===== config.mk =====
export PLATFORM = sky130hd
export DESIGN_NAME = mbox_cmd_seq
export DESIGN_NICKNAME = d
export VERILOG_FILES = /design/src/rtl/mbox_pkg.sv /design/src/rtl/mbox_req_hold.sv /design/src/rtl/mbox_wait_timer.sv /design/src/rtl/mbox_cmd_seq.sv
export SDC_FILE = /design/constraint.sdc
export NUM_CORES = 1
export LEC_CHECK = 0
export CORE_ASPECT_RATIO = 0.5
export CORE_MARGIN = 10
export CORE_UTILIZATION = 43
export DETAILED_ROUTE_END_ITERATION = 10
export PLACE_DENSITY = 0.78
export SYNTH_ARGS = -nofsm -noshare
export SYNTH_HDL_FRONTEND = slang
export SYNTH_HIERARCHICAL = 1
export SYNTH_SLANG_ARGS = --single-unit
export TNS_END_PERCENT = 1

===== constraint.sdc =====
create_clock -name clk -period 2.5 [get_ports clk]
set_input_delay 0.625 -clock clk [delete_from_list [all_inputs] [get_ports clk]]
set_output_delay 0.625 -clock clk [all_outputs]
set_load 0.02 [all_outputs]

===== src/rtl/mbox_pkg.sv =====
package mbox_pkg;

    localparam int unsigned WORD_W   = 32;
    localparam int unsigned CMD_ID_W = 8;

    // register byte offsets from the window base
    localparam logic [WORD_W-1:0] OFS_STATUS = 32'h0000_0000;
    localparam logic [WORD_W-1:0] OFS_DATA0  = 32'h0000_0004;
    localparam logic [WORD_W-1:0] OFS_DATA1  = 32'h0000_0008;
    localparam logic [WORD_W-1:0] OFS_IDENT  = 32'h0000_000C;
    localparam logic [WORD_W-1:0] OFS_KEY    = 32'h0000_0010;
    localparam logic [WORD_W-1:0] OFS_IRQCTL = 32'h0000_0014;

    // status bit positions read by the sequencer
    localparam int unsigned BIT_BUSY     = 31;
    localparam int unsigned BIT_ERR      = 30;
    localparam int unsigned BIT_CMD_PEND = 27;
    localparam int unsigned BIT_ACK      = 30;

    localparam logic [WORD_W-1:0] IDENT_MAGIC = 32'h5343_7632;
    localparam logic [WORD_W-1:0] KEY_WORD_B  = 32'h4F43_4B5F;
    localparam logic [WORD_W-1:0] KEY_LOCK    = 32'hFFFF_FFFF;

    typedef enum logic [1:0] {
        OP_COMMAND = 2'd0,
        OP_PROBE   = 2'd1,
        OP_UNLOCK  = 2'd2,
        OP_LOCK    = 2'd3
    } op_e;

    typedef enum logic [2:0] {
        RC_OK      = 3'd0,
        RC_CMD_ERR = 3'd1,
        RC_TIMEOUT = 3'd2,
        RC_ABSENT  = 3'd3,
        RC_NO_PEND = 3'd4
    } rsp_code_e;

    typedef enum logic [4:0] {
        S_IDLE,
        S_WR_ARG0,
        S_WR_ARG1,
        S_GATE,
        S_WR_CMD,
        S_POLL,
        S_WAIT_IRQ,
        S_CONFIRM,
        S_WR_ACK,
        S_RD_DATA0,
        S_RD_DATA1,
        S_RD_ID,
        S_ID_BUSY,
        S_WR_KEY_A,
        S_WR_KEY_B,
        S_WR_LOCK,
        S_RESPOND
    } seq_state_e;

    typedef struct packed {
        op_e                 op;
        logic [CMD_ID_W-1:0] cmd_id;
        logic [WORD_W-1:0]   arg0;
        logic [WORD_W-1:0]   arg1;
        logic                use_irq;
        logic                skip_args;
    } req_t;

endpackage


===== src/rtl/mbox_req_hold.sv =====
module mbox_req_hold
    import mbox_pkg::*;
(
    input  logic clk,
    input  logic rst_n,
    input  logic load,
    input  req_t d,
    output req_t q
);

    always_ff @(posedge clk or negedge rst_n) begin
        if (!rst_n) begin
            q <= '0;
        end else if (load) begin
            q <= d;
        end
    end

endmodule


===== src/rtl/mbox_wait_timer.sv =====
module mbox_wait_timer #(
    parameter int unsigned W = 16
) (
    input  logic         clk,
    input  logic         rst_n,
    input  logic         clear,
    input  logic         run,
    input  logic [W-1:0] limit,
    output logic         expired
);

    localparam logic [W-1:0] CNT_MAX = {W{1'b1}};

    logic [W-1:0] cnt_q;

    always_ff @(posedge clk or negedge rst_n) begin
        if (!rst_n) begin
            cnt_q <= '0;
        end else if (clear) begin
            cnt_q <= '0;
        end else if (run && (cnt_q != CNT_MAX)) begin
            cnt_q <= cnt_q + 1'b1;
        end
    end

    assign expired = (cnt_q >= limit);

endmodule


===== src/rtl/mbox_cmd_seq.sv =====
module mbox_cmd_seq
    import mbox_pkg::*;
#(
    parameter logic [31:0] BASE_ADDR  = 32'h1FFF_0000,
    parameter logic [31:0] KEY_WORD_A = 32'h5F55_4E4C,
    parameter int unsigned TMO_W      = 16
) (
    input  logic             clk,
    input  logic             rst_n,
    input  logic             req_valid,
    output logic             req_ready,
    input  logic [1:0]       req_op,
    input  logic [7:0]       req_cmd_id,
    input  logic [31:0]      req_arg0,
    input  logic [31:0]      req_arg1,
    input  logic             req_use_irq,
    input  logic             req_skip_args,
    input  logic [TMO_W-1:0] tmo_limit,
    input  logic             cart_irq,
    output logic             bus_valid,
    output logic             bus_write,
    output logic [31:0]      bus_addr,
    output logic [31:0]      bus_wdata,
    input  logic             bus_ready,
    input  logic [31:0]      bus_rdata,
    output logic             rsp_valid,
    output logic [2:0]       rsp_code,
    output logic [31:0]      rsp_word0,
    output logic [31:0]      rsp_word1
);

    localparam int unsigned CMD_PAD_W = WORD_W - CMD_ID_W - 1;
    localparam logic [WORD_W-1:0] ACK_WORD = WORD_W'(1) << BIT_ACK;

    seq_state_e state_q, state_d;
    req_t       req_in, req_q;
    rsp_code_e  code_q;
    logic [WORD_W-1:0] word0_q, word1_q;
    logic       err_q;
    logic       accept, xfer, seen_busy, expired;

    assign req_in = '{op: op_e'(req_op), cmd_id: req_cmd_id, arg0: req_arg0,
                      arg1: req_arg1, use_irq: req_use_irq, skip_args: req_skip_args};
    assign accept    = req_valid && (state_q == S_IDLE);
    assign xfer      = bus_valid && bus_ready;
    assign seen_busy = bus_rdata[BIT_BUSY];

    mbox_req_hold u_hold (
        .clk   (clk),
        .rst_n (rst_n),
        .load  (accept),
        .d     (req_in),
        .q     (req_q)
    );

    mbox_wait_timer #(.W(TMO_W)) u_timer (
        .clk     (clk),
        .rst_n   (rst_n),
        .clear   (accept),
        .run     (state_q != S_IDLE),
        .limit   (tmo_limit),
        .expired (expired)
    );

    // state register
    always_ff @(posedge clk or negedge rst_n) begin
        if (!rst_n) begin
            state_q <= S_IDLE;
        end else begin
            state_q <= state_d;
        end
    end

    // transitions
    always_comb begin
        state_d = state_q;
        unique case (state_q)
            S_IDLE: begin
                if (req_valid) begin
                    unique case (op_e'(req_op))
                        OP_COMMAND: state_d = req_skip_args ? S_GATE : S_WR_ARG0;
                        OP_PROBE:   state_d = S_RD_ID;
                        OP_UNLOCK:  state_d = S_WR_KEY_A;
                        OP_LOCK:    state_d = S_WR_LOCK;
                        default:    state_d = S_IDLE;
                    endcase
                end
            end
            S_WR_ARG0:  if (xfer) state_d = S_WR_ARG1;
            S_WR_ARG1:  if (xfer) state_d = S_GATE;
            S_GATE: begin
                if (xfer) begin
                    if (!seen_busy)  state_d = S_WR_CMD;
                    else if (expired) state_d = S_RESPOND;
                end
            end
            S_WR_CMD:   if (xfer) state_d = req_q.use_irq ? S_WAIT_IRQ : S_POLL;
            S_POLL: begin
                if (xfer) begin
                    if (!seen_busy)  state_d = S_RD_DATA0;
                    else if (expired) state_d = S_RESPOND;
                end
            end
            S_WAIT_IRQ: begin
                if (cart_irq)     state_d = S_CONFIRM;
                else if (expired) state_d = S_RESPOND;
            end
            S_CONFIRM:  if (xfer) state_d = bus_rdata[BIT_CMD_PEND] ? S_WR_ACK : S_RESPOND;
            S_WR_ACK:   if (xfer) state_d = S_RD_DATA0;
            S_RD_DATA0: if (xfer) state_d = err_q ? S_RESPOND : S_RD_DATA1;
            S_RD_DATA1: if (xfer) state_d = S_RESPOND;
            S_RD_ID:    if (xfer) state_d = (bus_rdata == IDENT_MAGIC) ? S_ID_BUSY : S_RESPOND;
            S_ID_BUSY: begin
                if (xfer && (!seen_busy || expired)) state_d = S_RESPOND;
            end
            S_WR_KEY_A: if (xfer) state_d = S_WR_KEY_B;
            S_WR_KEY_B: if (xfer) state_d = S_RESPOND;
            S_WR_LOCK:  if (xfer) state_d = S_RESPOND;
            S_RESPOND:  state_d = S_IDLE;
            default:    state_d = S_IDLE;
        endcase
    end

    // result capture
    always_ff @(posedge clk or negedge rst_n) begin
        if (!rst_n) begin
            code_q  <= RC_OK;
            word0_q <= '0;
            word1_q <= '0;
            err_q   <= 1'b0;
        end else if (accept) begin
            code_q  <= RC_OK;
            word0_q <= '0;
            word1_q <= '0;
            err_q   <= 1'b0;
        end else begin
            unique case (state_q)
                S_GATE, S_ID_BUSY: begin
                    if (xfer && seen_busy && expired) code_q <= RC_TIMEOUT;
                end
                S_POLL: begin
                    if (xfer) begin
                        if (!seen_busy)   err_q  <= bus_rdata[BIT_ERR];
                        else if (expired) code_q <= RC_TIMEOUT;
                    end
                end
                S_WAIT_IRQ: begin
                    if (!cart_irq && expired) code_q <= RC_TIMEOUT;
                end
                S_CONFIRM: begin
                    if (xfer) begin
                        err_q <= bus_rdata[BIT_ERR];
                        if (!bus_rdata[BIT_CMD_PEND]) code_q <= RC_NO_PEND;
                    end
                end
                S_RD_DATA0: begin
                    if (xfer) begin
                        word0_q <= bus_rdata;
                        if (err_q) code_q <= RC_CMD_ERR;
                    end
                end
                S_RD_DATA1: if (xfer) word1_q <= bus_rdata;
                S_RD_ID: begin
                    if (xfer) begin
                        word0_q <= bus_rdata;
                        if (bus_rdata != IDENT_MAGIC) code_q <= RC_ABSENT;
                    end
                end
                default: ;
            endcase
        end
    end

    // outputs
    always_comb begin
        req_ready = (state_q == S_IDLE);
        rsp_valid = (state_q == S_RESPOND);
        bus_valid = 1'b0;
        bus_write = 1'b0;
        bus_addr  = BASE_ADDR + OFS_STATUS;
        bus_wdata = '0;
        unique case (state_q)
            S_WR_ARG0: begin
                bus_valid = 1'b1; bus_write = 1'b1;
                bus_addr  = BASE_ADDR + OFS_DATA0; bus_wdata = req_q.arg0;
            end
            S_WR_ARG1: begin
                bus_valid = 1'b1; bus_write = 1'b1;
                bus_addr  = BASE_ADDR + OFS_DATA1; bus_wdata = req_q.arg1;
            end
            S_GATE, S_POLL, S_CONFIRM, S_ID_BUSY: begin
                bus_valid = 1'b1;
                bus_addr  = BASE_ADDR + OFS_STATUS;
            end
            S_WR_CMD: begin
                bus_valid = 1'b1; bus_write = 1'b1;
                bus_addr  = BASE_ADDR + OFS_STATUS;
                bus_wdata = {{CMD_PAD_W{1'b0}}, req_q.use_irq, req_q.cmd_id};
            end
            S_WR_ACK: begin
                bus_valid = 1'b1; bus_write = 1'b1;
                bus_addr  = BASE_ADDR + OFS_IRQCTL; bus_wdata = ACK_WORD;
            end
            S_RD_DATA0: begin
                bus_valid = 1'b1; bus_addr = BASE_ADDR + OFS_DATA0;
            end
            S_RD_DATA1: begin
                bus_valid = 1'b1; bus_addr = BASE_ADDR + OFS_DATA1;
            end
            S_RD_ID: begin
                bus_valid = 1'b1; bus_addr = BASE_ADDR + OFS_IDENT;
            end
            S_WR_KEY_A: begin
                bus_valid = 1'b1; bus_write = 1'b1;
                bus_addr  = BASE_ADDR + OFS_KEY; bus_wdata = KEY_WORD_A;
            end
            S_WR_KEY_B: begin
                bus_valid = 1'b1; bus_write = 1'b1;
                bus_addr  = BASE_ADDR + OFS_KEY; bus_wdata = KEY_WORD_B;
            end
            S_WR_LOCK: begin
                bus_valid = 1'b1; bus_write = 1'b1;
                bus_addr  = BASE_ADDR + OFS_KEY; bus_wdata = KEY_LOCK;
            end
            default: ;
        endcase
    end

    assign rsp_code  = code_q;
    assign rsp_word0 = word0_q;
    assign rsp_word1 = word1_q;

endmodule


Word-level counts from Yosys, hierarchy flattened
Index checks and enable logic that the tools add are counted.
{ "op_classes": {"n_addsub": 1, "order_cmp": 1, "eq_ne": 47, "mux": 53, "n_reduce_logical": 32} }
{ "ops": {"columns": ["operator", "n"], "rows": [
  ["32-bit case mux with 7 select lines", 1],
  ["32-bit two-way mux", 5],
  ["5-bit two-way mux", 20],
  ["5-bit case mux with 14 select lines", 1],
  ["5-bit by 4-bit equality test with 1-bit output (second input constant)", 8],
  ["3-bit two-way mux", 12],
  ["3-bit inequality test (second input constant)", 12],
  ["32-bit by 31-bit equality test with 1-bit output (second input constant)", 1],
  ["16-bit two-way mux", 2],
  ["32-bit by 31-bit inequality test with 1-bit output (second input constant)", 1],
  ["5-bit case mux with 5 select lines", 1],
  ["2-bit inequality test (second input constant)", 12],
  ["5-bit by 3-bit equality test with 1-bit output (second input constant)", 4],
  ["5-bit case mux with 4 select lines", 1],
  ["3-bit case mux with 6 select lines", 1],
  ["16-bit by 1-bit adder with 16-bit output (second input constant)", 1],
  ["16-bit greater-or-equal comparator", 1],
  ["16-bit inequality test (second input constant)", 1],
  ["14-bit OR reduction", 1],
  ["13-bit AND reduction", 1],
  ["12-bit AND reduction", 1],
  ["5-bit by 2-bit equality test with 1-bit output (second input constant)", 2],
  ["2-bit nonzero test", 4],
  ["2-bit OR reduction", 4],
  ["other kinds (20)", 36]
]} }
{ "word_totals": {"reg_bits": 162, "inputBits": 129} }

Longest topological paths before layout
{ "logic_depth": {"ltp_word": 9, "ltp_mapped": 12} }

Modules after synthesis
Netlist, hierarchy kept.
{ "modules_own_cells": {"columns": ["module", "n_inst", "cells_per_inst", "area_each_um2", "seq_area_each_um2"], "rows": [
  ["mbox_cmd_seq", 1, 527, 4330.4, 1826.8],
  ["mbox_req_hold", 1, 160, 2975.4, 1901.8],
  ["mbox_wait_timer", 1, 149, 1350.0, 400.4]
]} }

Worst setup path before layout
Ideal clock, no wire load.
{ "synth_timing": {"path_type": "input port to flip-flop", "startpoint": "input port tmo_limit[11]", "endpoint": "register state_q[0]", "t_arrival_ns": 2.798, "required_ns": 2.379, "slack_ns": -0.419, "stages": 11, "cell_sequence": "inv_1 -> ha_1 -> nand4_1 -> or4_1 -> nor4_1 -> a2111o_1 -> nand2b_1 -> o31ai_1 -> a21oi_2 -> o311ai_0 -> a22o_1"} }
{ "synth_via": {"elab_chain_len": 5, "word_cells_on_any_way": 12, "classes_between": "1 x order compare; 1 x eq/ne; 7 x mux; 3 x reduce/logical"} }
{ "synth_rtl": {"columns": ["item", "line_no", "rtl"], "rows": [
  ["start, declared", "mbox_cmd_seq.sv:18", "input logic [TMO_W-1:0] tmo_limit,"],
  ["16-bit greater-or-equal comparator *", "mbox_wait_timer.sv:26", "assign expired = (cnt_q >= limit);"],
  ["via expired", "mbox_cmd_seq.sv:40", "logic accept, xfer, seen_busy, expired;"],
  ["5-bit two-way mux / 1-bit logical OR (equally long branches)", null, null],
  ["5-bit two-way mux, or another cell as far along (2 in series)", null, null],
  ["5-bit case mux with 14 select lines / 13-bit AND reduction (equally long branches)", null, null],
  ["end signal, assigned", "mbox_cmd_seq.sv:70", "state_q <= state_d;"],
  ["end, declared", "mbox_cmd_seq.sv:35", "seq_state_e state_q, state_d;"]
]} }
Mark *: on every way through the listed nets, which the timed path passes. The rest lies on a longest branch. The select of a mux whose other input is x is not followed.
A chain may end at the register's enable or synchronous reset.

Worst setup path in the final report
{ "layout_timing": {"startpoint": "input port tmo_limit[2]", "endpoint": "register state_q[0]"} }
The elaborated chain is that of the path after synthesis.

==> summary.txt <==
Outcome
  – Status: finished with violations
  – Violated checks: setup timing

Floorplanning
  – Die Y: 120 µm
  – FP Rows: 36
  – Core Region: 0.0195 mm²
  – Die Wd: 219 µm
  – Die area: 0.0262 mm²
  – Initial core utilization: 43.8%
  – Ports: 264

Finish
  – Share of layout cells above drive strength 1: 27.1%
  – Design Area, Final: 0.0125 mm²
  – # diodes: 0
  – # nets final: 1281
  – Synth-to-Final Area Change: 46.4%

Pwr
  – Pleak: 5.61 nW
  – VDD IR max: 0.665 mV
  – Total power: 15.8 mW
  – PwrDens: 1270 mW/mm²

GRT
  – Total track usage: 20.2%
  – Vias in the first global route: 7669
  – Largest net degree at the start of global routing: 65
  – First-pass GRT wire length: 42900 µm
  – Initial antenna violation count: 0
  – Grt ovf: 0

Route
  – Metal3 WL: 1700 µm
  – Routed WL per cell: 19.2 µm
  – Vias after detailed routing: 7455
  – Metal1 wirelength: 11300 µm
  – DRT iter0 DRCs: 572
  – Via/cell ratio: 5.27
  – Antenna Nets Post-Route: 0
  – Met2 routed WL: 13400 µm
  – DRT Pass-1 Iters: 5
  – Wirelength, routed: 27100 µm
  – Drt drc: 0
  – Highest Signal Layer: met4

STA
  – Fmax: 363 MHz
  – Rel. slew slack: 64.0%
  – Clk_skew: 0.00912 ns
  – Least-Margin Pin Slew: 0.540 ns
  – Final Cycle Share: 110%
  – Final worst slack: -0.257 ns
  – Final min period: 2.76 ns
  – Final hold vios: 0
  – # setup viols final: 41
  – RSZ-0062 raised after global routing: true
  – Fin. max-slew vios: 0

Hold path
  – Hold Crit Class: input pin to async pin

Worst setup path
  – Crit end category: flop
  – Worst-path maximum fanout: 5
  – CP Launch Type: input pin
  – Critical Path RT: 2.82 ns
  – R2R Path Start: u_timer/cnt_q[12]
  – Reg2reg end: rsp_code[2]
  – Reg2reg setup slack: -0.22 ns
  – Worst Path Class, Setup: input pin to flop
  – Reg2Reg Depth: 11
  – Critical Path AT: 3.07 ns

Clock network
  – Post-cts hold buffer count: 0
  – Clock root buffer: clkbuf_16
  – CTS tree: yes
  – CTS Sinks: 162
  – Total CTS buffers: 17
  – Clk buf depth: 2
  – Clock slew at reported path FFs: 0.07 ns
  – Worst-Skew Late Latency: 0.43 ns
  – # H-tree levels: 4

Place
  – Hpwl dp: 20000 µm
  – Post-Place Worst Slack: -1.18 ns
  – Routability Congestion: 0.894
  – I/O Buffers: 234
  – Cell Area, Placed: 0.0118 mm²

Flow run
  – Max-cap violations: 0

Synthesis
  – Synth Warn #: 6
  – Post-synthesis average cell area: 10.3 µm²
  – Synth Cell Area: 0.00854 mm²
  – Cells after Synth: 830
==> worst max-delay path, stage by stage <==
cell,delay (ns)
clkdlybuf4s50_1,0.45
inv_1,0.05
ha_2,0.21
a2111oi_4,0.31
nor4_2,0.09
a2111o_1,0.37
buf_4,0.17
nand2b_4,0.14
o31ai_4,0.20
a21oi_4,0.10
buf_4,0.16
a22o_1,0.19
==> worst max-delay path by stage <==
stage                       from            to  slack (ns)  cells past startpoint
2_1_floorplan      tmo_limit[13]   rsp_code[2]       -0.27                     12
4_1_cts               state_q[4]  bus_wdata[0]       -0.26                      7
5_1_grt        u_timer/cnt_q[13]   rsp_code[2]       -0.48                     11
6_report            tmo_limit[2]    state_q[0]       -0.26                     12
3_5_place_dp       tmo_limit[13]   rsp_code[2]       -1.18                     13
3_3_place_gp       tmo_limit[13]   rsp_code[2]       -1.13                     13
==> per-stage QoR <==
step           hold slack [ns]  utilization (%)  cells  TNS, ns
4_1_cts                  0.162             64.1   1413    -7.70
2_1_floorplan            0.329                -    857    -1.46
5_1_grt                  0.173             64.1   1414    -9.44
3_5_place_dp             0.471             60.4   1375   -15.63
6_report                 0.152             64.1   1414    -5.80
3_3_place_gp             0.463             60.4   1375   -16.15
==> cell usage in the layout (no fill, tap or decap), types with 4 or more instances in the layout <==
cell type	count
nand4_1	7
nand2b_4	4
buf_12	10
buf_6	12
mux2i_1	5
nand2_1	158
buf_4	103
inv_1	10
conb_1	29
and4_1	4
nor3_1	11
clkbuf_16	17
inv_2	11
nor4_1	4
dfrtp_1	161
dlygate4sd2_1	11
mux2_2	39
nor3_2	4
a21oi_1	65
clkinvlp_4	4
a22oi_1	9
ha_4	12
clkinv_2	4
a221o_1	23
clkdlybuf4s50_1	180
nor2_1	35
nor2b_1	9
ha_1	4
clkbuf_1	4
nand3_1	6
o21ai_1	13
nand2b_1	7
mux2_4	40
buf_2	12
o21ai_0	26
==> layer usage <==
metal	track usage, %	vias up
li1	-	3491
met1	24.9	3671
met2	34.4	247
met3	4.16	46
met4	7.75	0
met5	0	-
==> sequential cells by signal, summed over array words and instances (netlist names) <==
signal         cells
err_q              1
rsp_code           3
rsp_word0         32
rsp_word1         32
state_q            5
u_hold/q          73
u_timer/cnt_q     16
==> power breakdown <==
group	internal, mW	switching (mW)	leakage [nW]
Combinational	4.20	4.42	3.31
Sequential	3.89	0.769	2.04
Clock	1.49	1.05	0.266
==> layout make-up <==
| type | instances | area (µm²) |
|---|---|---|
| sequential | 162 | 4060 |
| inverter | 25 | 114 |
| tap | 266 | 333 |
| clock buffer | 22 | 454 |
| clock inverter | 10 | 110 |
| multi-input combinational | 595 | 4300 |
| fill | 1538 | 7000 |
| timing repair buffer | 334 | 3140 |
==> timing repair <==
| item | CTS | global route |
|---|---|---|
| gates resized for setup | 241 | 7 |
| buffers inserted | 5 | 1 |
| setup endpoints to repair | 47 | 46 |
| endpoints found under the hold margin | 0 | 0 |
| pin swaps | 28 | 5 |
| gates cloned | 1 | 0 |
No activity file was read; power rests on OpenSTA's default activity.
